==> src/rtl/wpc_pkg.sv <==
package wpc_pkg;
  typedef enum logic {
    DIR_DOWN = 1'b0,
    DIR_UP   = 1'b1
  } wdir_e;
endpackage

==> src/rtl/wpc_sync.sv <==
module wpc_sync #(
  parameter int          W      = 2,
  parameter int          STAGES = 2,
  parameter logic [W-1:0] RST_VAL = '0
) (
  input  logic         clk,
  input  logic         rst,
  input  logic [W-1:0] d,
  output logic [W-1:0] q
);
  logic [STAGES-1:0][W-1:0] stg;

  always_ff @(posedge clk) begin
    if (rst) begin
      for (int i = 0; i < STAGES; i++) stg[i] <= RST_VAL;
    end else begin
      stg[0] <= d;
      for (int i = 1; i < STAGES; i++) stg[i] <= stg[i-1];
    end
  end

  assign q = stg[STAGES-1];
endmodule

==> src/rtl/wpc_front.sv <==
module wpc_front
  import wpc_pkg::*;
(
  input  logic clk,
  input  logic rst,
  input  logic s_sel_n,
  input  logic s_step,
  output logic inc,
  output logic dec,
  output logic sel_active,
  output logic step_edge
);
  logic  p_sel_n;
  logic  p_step;
  wdir_e dir_q;
  logic  sel_fall;
  logic  step_rise;

  assign sel_fall   = p_sel_n & ~s_sel_n;
  assign sel_active = ~s_sel_n & ~p_sel_n;
  assign step_rise  = sel_active & ~p_step & s_step;
  assign step_edge  = sel_active & (p_step ^ s_step);
  assign inc        = step_rise & (dir_q == DIR_UP);
  assign dec        = step_rise & (dir_q == DIR_DOWN);

  always_ff @(posedge clk) begin
    if (rst) begin
      p_sel_n <= 1'b1;
      p_step  <= 1'b0;
      dir_q   <= DIR_UP;
    end else begin
      p_sel_n <= s_sel_n;
      p_step  <= s_step;
      if (sel_fall) dir_q <= s_step ? DIR_UP : DIR_DOWN;
    end
  end
endmodule

==> src/rtl/wpc_counter.sv <==
module wpc_counter #(
  parameter int TAPS      = 32,
  parameter int RESET_POS = 16,
  localparam int POS_W    = $clog2(TAPS)
) (
  input  logic             clk,
  input  logic             rst,
  input  logic             inc,
  input  logic             dec,
  output logic [POS_W-1:0] pos,
  output logic [POS_W-1:0] pos_nxt
);
  localparam logic [POS_W-1:0] MAX_POS = POS_W'(TAPS - 1);
  localparam logic [POS_W-1:0] INI_POS = POS_W'(RESET_POS);

  always_comb begin
    pos_nxt = pos;
    if (inc && pos != MAX_POS)    pos_nxt = pos + 1'b1;
    else if (dec && pos != '0)    pos_nxt = pos - 1'b1;
  end

  always_ff @(posedge clk) begin
    if (rst) pos <= INI_POS;
    else     pos <= pos_nxt;
  end
endmodule

==> src/rtl/wpc_decode.sv <==
module wpc_decode #(
  parameter int TAPS      = 32,
  parameter int RESET_POS = 16,
  localparam int POS_W    = $clog2(TAPS)
) (
  input  logic             clk,
  input  logic             rst,
  input  logic [POS_W-1:0] pos_nxt,
  output logic [TAPS-1:0]  tap_sel
);
  logic [TAPS-1:0] hot;

  for (genvar g = 0; g < TAPS; g++) begin : g_tap
    assign hot[g] = (pos_nxt == POS_W'(g));
  end

  always_ff @(posedge clk) begin
    if (rst) tap_sel <= TAPS'(1) << RESET_POS;
    else     tap_sel <= hot;
  end
endmodule

==> src/rtl/wpc_pulse_mon.sv <==
module wpc_pulse_mon #(
  parameter int MIN_PULSE = 30,
  localparam int RL_W     = $clog2(MIN_PULSE + 1)
) (
  input  logic clk,
  input  logic rst,
  input  logic step_edge,
  output logic viol
);
  localparam logic [RL_W-1:0] RL_MAX = RL_W'(MIN_PULSE);
  logic [RL_W-1:0] run_len;

  always_ff @(posedge clk) begin
    if (rst) begin
      run_len <= RL_MAX;
      viol    <= 1'b0;
    end else begin
      if (step_edge) begin
        run_len <= RL_W'(1);
        if (run_len < RL_MAX) viol <= 1'b1;
      end else if (run_len < RL_MAX) begin
        run_len <= run_len + 1'b1;
      end
    end
  end
endmodule

==> src/rtl/updown_wiper_ctrl.sv <==
module updown_wiper_ctrl #(
  parameter int TAPS       = 32,
  parameter int RESET_POS  = 16,
  parameter int MIN_PULSE  = 30,
  parameter int SYNC_STAGES = 2,
  localparam int POS_W     = $clog2(TAPS)
) (
  input  logic             clk,
  input  logic             rst,
  input  logic             sel_n,
  input  logic             step_ud,
  output logic [POS_W-1:0] wiper_pos,
  output logic [TAPS-1:0]  tap_sel,
  output logic             standby,
  output logic             pulse_viol
);
  logic [1:0]       s_in;
  logic             inc, dec, sel_active, step_edge;
  logic [POS_W-1:0] pos_nxt;

  wpc_sync #(.W(2), .STAGES(SYNC_STAGES), .RST_VAL(2'b10)) u_sync (
    .clk(clk), .rst(rst), .d({sel_n, step_ud}), .q(s_in)
  );

  wpc_front u_front (
    .clk(clk), .rst(rst), .s_sel_n(s_in[1]), .s_step(s_in[0]),
    .inc(inc), .dec(dec), .sel_active(sel_active), .step_edge(step_edge)
  );

  wpc_counter #(.TAPS(TAPS), .RESET_POS(RESET_POS)) u_cnt (
    .clk(clk), .rst(rst), .inc(inc), .dec(dec), .pos(wiper_pos), .pos_nxt(pos_nxt)
  );

  wpc_decode #(.TAPS(TAPS), .RESET_POS(RESET_POS)) u_dec (
    .clk(clk), .rst(rst), .pos_nxt(pos_nxt), .tap_sel(tap_sel)
  );

  wpc_pulse_mon #(.MIN_PULSE(MIN_PULSE)) u_mon (
    .clk(clk), .rst(rst), .step_edge(step_edge), .viol(pulse_viol)
  );

  assign standby = s_in[1];
endmodule

==> config.mk <==
export PLATFORM = sky130hd
export DESIGN_NAME = updown_wiper_ctrl
export DESIGN_NICKNAME = d
export VERILOG_FILES = /design/src/rtl/wpc_pkg.sv /design/src/rtl/wpc_sync.sv /design/src/rtl/wpc_front.sv /design/src/rtl/wpc_counter.sv /design/src/rtl/wpc_decode.sv /design/src/rtl/wpc_pulse_mon.sv /design/src/rtl/updown_wiper_ctrl.sv
export SDC_FILE = /design/constraint.sdc
export NUM_CORES = 1
export LEC_CHECK = 0
export ABC_AREA = 1
export ABC_CLOCK_PERIOD_IN_PS = 2400
export CORE_MARGIN = 2
export CORE_UTILIZATION = 49
export DETAILED_ROUTE_END_ITERATION = 8
export PLACE_DENSITY = 0.78
export SYNTH_ARGS = -nofsm -noshare
export SYNTH_HDL_FRONTEND = slang
export SYNTH_SLANG_ARGS = --single-unit
==> constraint.sdc <==
create_clock -name clk -period 2.4 [get_ports clk]
set_input_delay 0.24 -clock clk [delete_from_list [all_inputs] [get_ports clk]]
set_output_delay 0.24 -clock clk [all_outputs]
set_load 0.05 [all_outputs]
# Word-level counts from Yosys, hierarchy flattened
# Cells that the tools add are included.
[totals]
ff_bits = 50
latchBits = 0
ramBits = 0
romBits = 0
in_bits = 4
output_inout_bits = 39
word_cells = 68
n_memories = 0
[classes]
add_sub_neg = 3
multipliers = 0
div = 0
magnitude_cmp = 1
eq_ne = 32
n_shift = 0
n_mux = 5
bitwise_logic = 12
n_reduce_logical = 6
[op_table]
columns = ["operator", "count"]
rows = [
  ["5-bit == test (second input constant)", 16],
  ["5-bit by 4-bit == test with 1-bit output (second input constant)", 8],
  ["5-bit by 3-bit == test with 1-bit output (second input constant)", 4],
  ["5-bit 2-to-1 mux", 4],
  ["5-bit by 1-bit adder with 5-bit output (second input constant)", 2],
  ["5-bit by 2-bit == test with 1-bit output (second input constant)", 2],
  ["1-bit bitwise AND", 7],
  ["5-bit by 1-bit == test with 1-bit output (second input constant)", 1],
  ["5-bit logical NOT", 1],
  ["5-bit less-than comparator (second input constant)", 1],
  ["5-bit inequality test (second input constant)", 1],
  ["5-bit nonzero test", 1],
  ["5-bit by 1-bit subtractor with 5-bit output (second input constant)", 1],
  ["1-bit inverter", 4],
  ["1-bit logical AND", 2],
  ["2-bit AND reduction", 1],
  ["2-bit nonzero test", 1],
  ["1-bit 2-to-1 mux", 1],
  ["1-bit XOR", 1],
]

# Longest topological paths before layout
[logic_depth]
word_depth = 9
mapped_depth = 14
depth_no_buf = 13

# Modules after synthesis
# Synthesis repeated with hierarchy kept, for this count alone.
[unflattened]
cells_unflattened = 231
area_unflattened_um2 = 1826.8
[by_module_without_submodules]
columns = ["module", "instances", "cells_per_inst", "area_each_um2", "seq_area_each_um2"]
rows = [
  ["wpc_decode", 1, 101, 924.6, 640.6],
  ["wpc_counter", 1, 56, 355.3, 100.1],
  ["wpc_pulse_mon", 1, 35, 271.5, 120.1],
  ["wpc_front", 1, 24, 146.4, 60.1],
  ["wpc_sync", 1, 15, 128.9, 80.1],
]

# Worst setup path after synthesis
# Ideal clock, no wire load.
[synth_path]
kind = "flip-flop to flip-flop"
startpoint = "register u_cnt.pos[0]"
endpoint = "register u_dec.tap_sel[0]"
setup_ps = 112
t_arrival_ps = 1953
required_ps = 2288
path_slack_ps = 335
stages_incl_launch_ff = 13
n_path_buf = 1
synth_period_minus_slack_ps = 2065
cell_sequence = "dfxtp_1 -> ha_1 -> nand2_1 -> nor2_1 -> ha_1 -> nor2_1 -> nand2_2 -> inv_1 -> o21ai_2 -> nand2_4 -> nand2_4 -> buf_6 -> nor2_1"
[synth_between]
elab_chain_cells = 5
elab_cells_between_ends = 9
classes_between = "2 x add/sub; 1 x eq/ne; 2 x mux; 4 x reduce/logical"
[synth_rtl]
columns = ["element", "line_no", "text"]
rows = [
  ["from (decl)", "wpc_counter.sv:10", "output logic [POS_W-1:0] pos,"],
  ["from (signal assigned)", "wpc_counter.sv:24", "else pos <= pos_nxt;"],
  ["parallel branches: the longest is 3 deep, another holds 5-bit by 1-bit subtractor with 5-bit output", "n/a", ""],
  ["5-bit 2-to-1 mux *", "wpc_counter.sv:18", "if (inc && pos != MAX_POS) pos_nxt = pos + 1'b1;"],
  ["5-bit logical NOT *", "wpc_decode.sv:14", "assign hot[g] = (pos_nxt == POS_W'(g));"],
  ["to (signal assigned)", "wpc_decode.sv:18", "if (rst) tap_sel <= TAPS'(1) << RESET_POS;"],
  ["to (signal assigned)", "wpc_decode.sv:19", "else tap_sel <= hot;"],
  ["to (decl)", "wpc_decode.sv:9", "output logic [TAPS-1:0] tap_sel"],
]
# Mark *: on every way between the ends.
# A chain may end at the register's enable or synchronous reset.

# Worst setup path after layout
[layout_path]
startpoint = "register u_cnt.pos[0]"
endpoint = "register u_dec.tap_sel[13]"
[layout_between]
elab_chain_cells = 5
elab_cells_between_ends = 9
classes_between = "2 x add/sub; 2 x eq/ne; 2 x mux; 3 x reduce/logical"
[layout_rtl]
columns = ["element", "line_no"]
rows = [
  ["parallel branches: the longest is 3 deep, another holds 5-bit by 1-bit subtractor with 5-bit output", "n/a"],
  ["5-bit 2-to-1 mux *", "wpc_counter.sv:18"],
  ["5-bit by 4-bit == test with 1-bit output *", "wpc_decode.sv:14"],
]
# Marks and branches as above.

==> results_dict.tcl <==
set metrics [dict create \
    htree_levels 2 \
    hpwl_um 2690 \
    firstDrtPassIters 4 \
    fin_nets 285 \
    period_needed_ns 2.06 \
    max_freq_ghz 0.487 \
    synth_flop_cell "dfxtp_1" \
    clockBufferDepth 2 \
    sequentialPowerShare_pct 57.3 \
    setup_viol 0 \
    io_buffers 42 \
    pin_count 43 \
    dieArea_um2 4420 \
    cts_root_buffer "clkbuf_8" \
    routed_wl_um 3550 \
    rsz0062_at_grt "no" \
    tightest_slew_ns 0.710 \
    min_path_type "reg2reg" \
    grt_use_total_pct 18.2 \
    clock-sinks 50 \
    arrival_ns 2.23 \
    status "complete, no violations" \
    cp.required_ns 2.58 \
    drc 0 \
    area.growth.synth_to_final_pct 29.5 \
    place_area_um2 2370 \
    final_cell_mix "51 x nand2_1, 50 x dfxtp_1, 47 x nor2_1" \
    p_comb_share_pct 4.5 \
    grt_pass1_wl_um 6000 \
    synth_cells 231 \
    skew_ns 0.0109 \
    fin_tns_setup_ns 0 \
    vdd_drop_max_uv 355 \
    synth_edf_count 0 \
    cts_resized 0 \
    power.share.clock_pct 38.1 \
    fp.dieW_um 66.5 \
    finalHoldViolations 0 \
    drive_gt1_share_pct 13.4 \
    via_count 1500 \
    avgSynthCellArea_um2 8.28 \
    drt_iter0_markers 84 \
    cts_setup_buffers 0 \
    num_antenna_cells 0 \
    p_per_area_nw_per_um2 593 \
    numCtsBuffers 5 \
    rows 22 \
    place.gp.congestion 0.886 \
    cp_max_fo 17 \
    ant_nets 0 \
    core_um2 3720 \
    p_sw_mw 0.303 \
    grt_max_degree 18 \
    antenna_found_initial 0 \
    syn_nets 239 \
    layout_commonest_cell "nand2_1" \
    yosys_register_bits 50 \
    tritoncts "yes" \
    switching_share_pct 20.6 \
    grt_pass1_vias 1393 \
    internal_power_mw 1.17 \
    finalInstanceArea_um2 2480 \
    yosys_warnings 0 \
    holdBufCountCts 0 \
    start_util_pct 51.5 \
    synth_async_sr_flop_share_pct 0 \
    power.leakage_nw 1.07 \
    ys_seq_area_share_pct 52.3 \
    cp-end-kind "register" \
    cap_violations 0 \
    drv_slew 0 \
    synth_area_um2 1910 \
    path_class "reg2reg" \
    wire_per_inst_um 10.9 \
    period_share_pct 85.6 \
    avgViaCountPerCell 4.62 \
    die_y_um 66.5 \
    critPathLaunchType "register" \
    clock_latency_ns 0.29 \
    path_clk_slew_ns 0.09 \
    relSlewSlack_pct 52.1 \
    overflow 0 \
    ys_types 27 \
]
==> layout make-up <==
| class | count | area, um2 |
|---|---|---|
| repair buffers | 44 | 435 |
| well taps | 48 | 60.1 |
| fillers | 319 | 1240 |
| clock buffers | 5 | 68.8 |
| clock inverters | 2 | 38.8 |
| multi-input cells | 157 | 802 |
| inverters | 19 | 71.3 |
| flip-flops and latches | 50 | 1000 |
==> per-stage QoR <==
stage          hold slack, ns  setup WS [ns]  std cells  total power [mW]  util (%)
5_1_grt                 0.439          0.165        325              1.53      66.7
3_5_place_dp            0.401          0.374        318             0.929      63.8
6_report                0.424          0.345        325              1.47      66.7
3_3_place_gp            0.389          0.455        318             0.929      63.8
2_1_floorplan           0.344          0.335        231             0.911         -
4_1_cts                 0.423          0.342        325              1.48      66.7
==> worst max-delay path, stage by stage (launching register included) <==
cell	delay [ns]
dfxtp_1	0.35
ha_1	0.24
nand2_1	0.08
nor2_1	0.04
ha_1	0.17
nor2_1	0.13
nand2_2	0.15
inv_1	0.18
nand2_1	0.09
o21ai_2	0.09
nand2_4	0.16
nand2_4	0.19
nor2_1	0.07
==> cell usage after synthesis (2+ instances only) <==
cell type	number	area, um2
xor2_1	2	17.5
xnor2_1	3	26.3
ha_1	4	50.1
nand2_2	5	31.3
o21ai_0	5	25.0
or2_0	2	12.5
nor2_2	8	50.1
nand4_1	2	12.5
or2_2	3	18.8
a21oi_1	2	10.0
nor2_1	47	176
inv_1	16	60.1
nand2_4	2	22.5
buf_6	2	22.5
nand2_1	51	191
nor2_4	4	45.0
inv_2	3	11.3
dfxtp_1	50	1000
nand3_1	12	60.1
==> flip-flops by register name (all words and copies together) (netlist names) <==
signal / cells
u_sync.q: 2
u_mon.run_len: 5
u_sync.stg: 2
u_mon.viol: 1
u_front.p_sel_n: 1
u_cnt.pos: 5
u_front.p_step: 1
u_front.dir_q: 1
u_dec.tap_sel: 32
==> worst paths after layout <==
kind	startpoint	end	slack [ns]	cells past startpoint
worst max-delay path	u_cnt.pos[0]	u_dec.tap_sel[13]	0.34	12
worst min-delay path	u_sync.stg[1]	u_sync.q[1]	0.42	1
worst max register to register	u_cnt.pos[0]	u_dec.tap_sel[13]	0.34	12
worst min register to register	u_sync.stg[1]	u_sync.q[1]	0.42	1
==> power groups by stage <==
stage	sequential, mW	combinational, mW	clock, mW
finish	0.842	0.0668	0.561
global route	0.844	0.0731	0.608
CTS	0.843	0.0670	0.575
detailed placement	0.862	0.0668	0
global placement	0.862	0.0669	0
floorplan	0.876	0.0345	0
==> layer usage <==
layer  GRT usage, %  up-vias  wire length [um]
li1               -      797                 -
met2           28.6       38              1670
met1           24.1      663              1670
met3           4.90        2               177
met4           6.63        0                38
met5              0        -                 0
==> kinds of logic (layout without fill, tap and decap cells) <==
logic type,Yosys count,count (layout),share of synthesized area (%)
and+or+nand+nor,138,138,34.0
AOI/OAI and AO/OA,10,10,3.01
xor gates and xnor gates,5,5,2.29
DFF,50,50,52.3
buffers and inverters,24,70,5.76
adders and majority gates,4,4,2.62
Note: power is estimated with default switching activity, not from simulation.
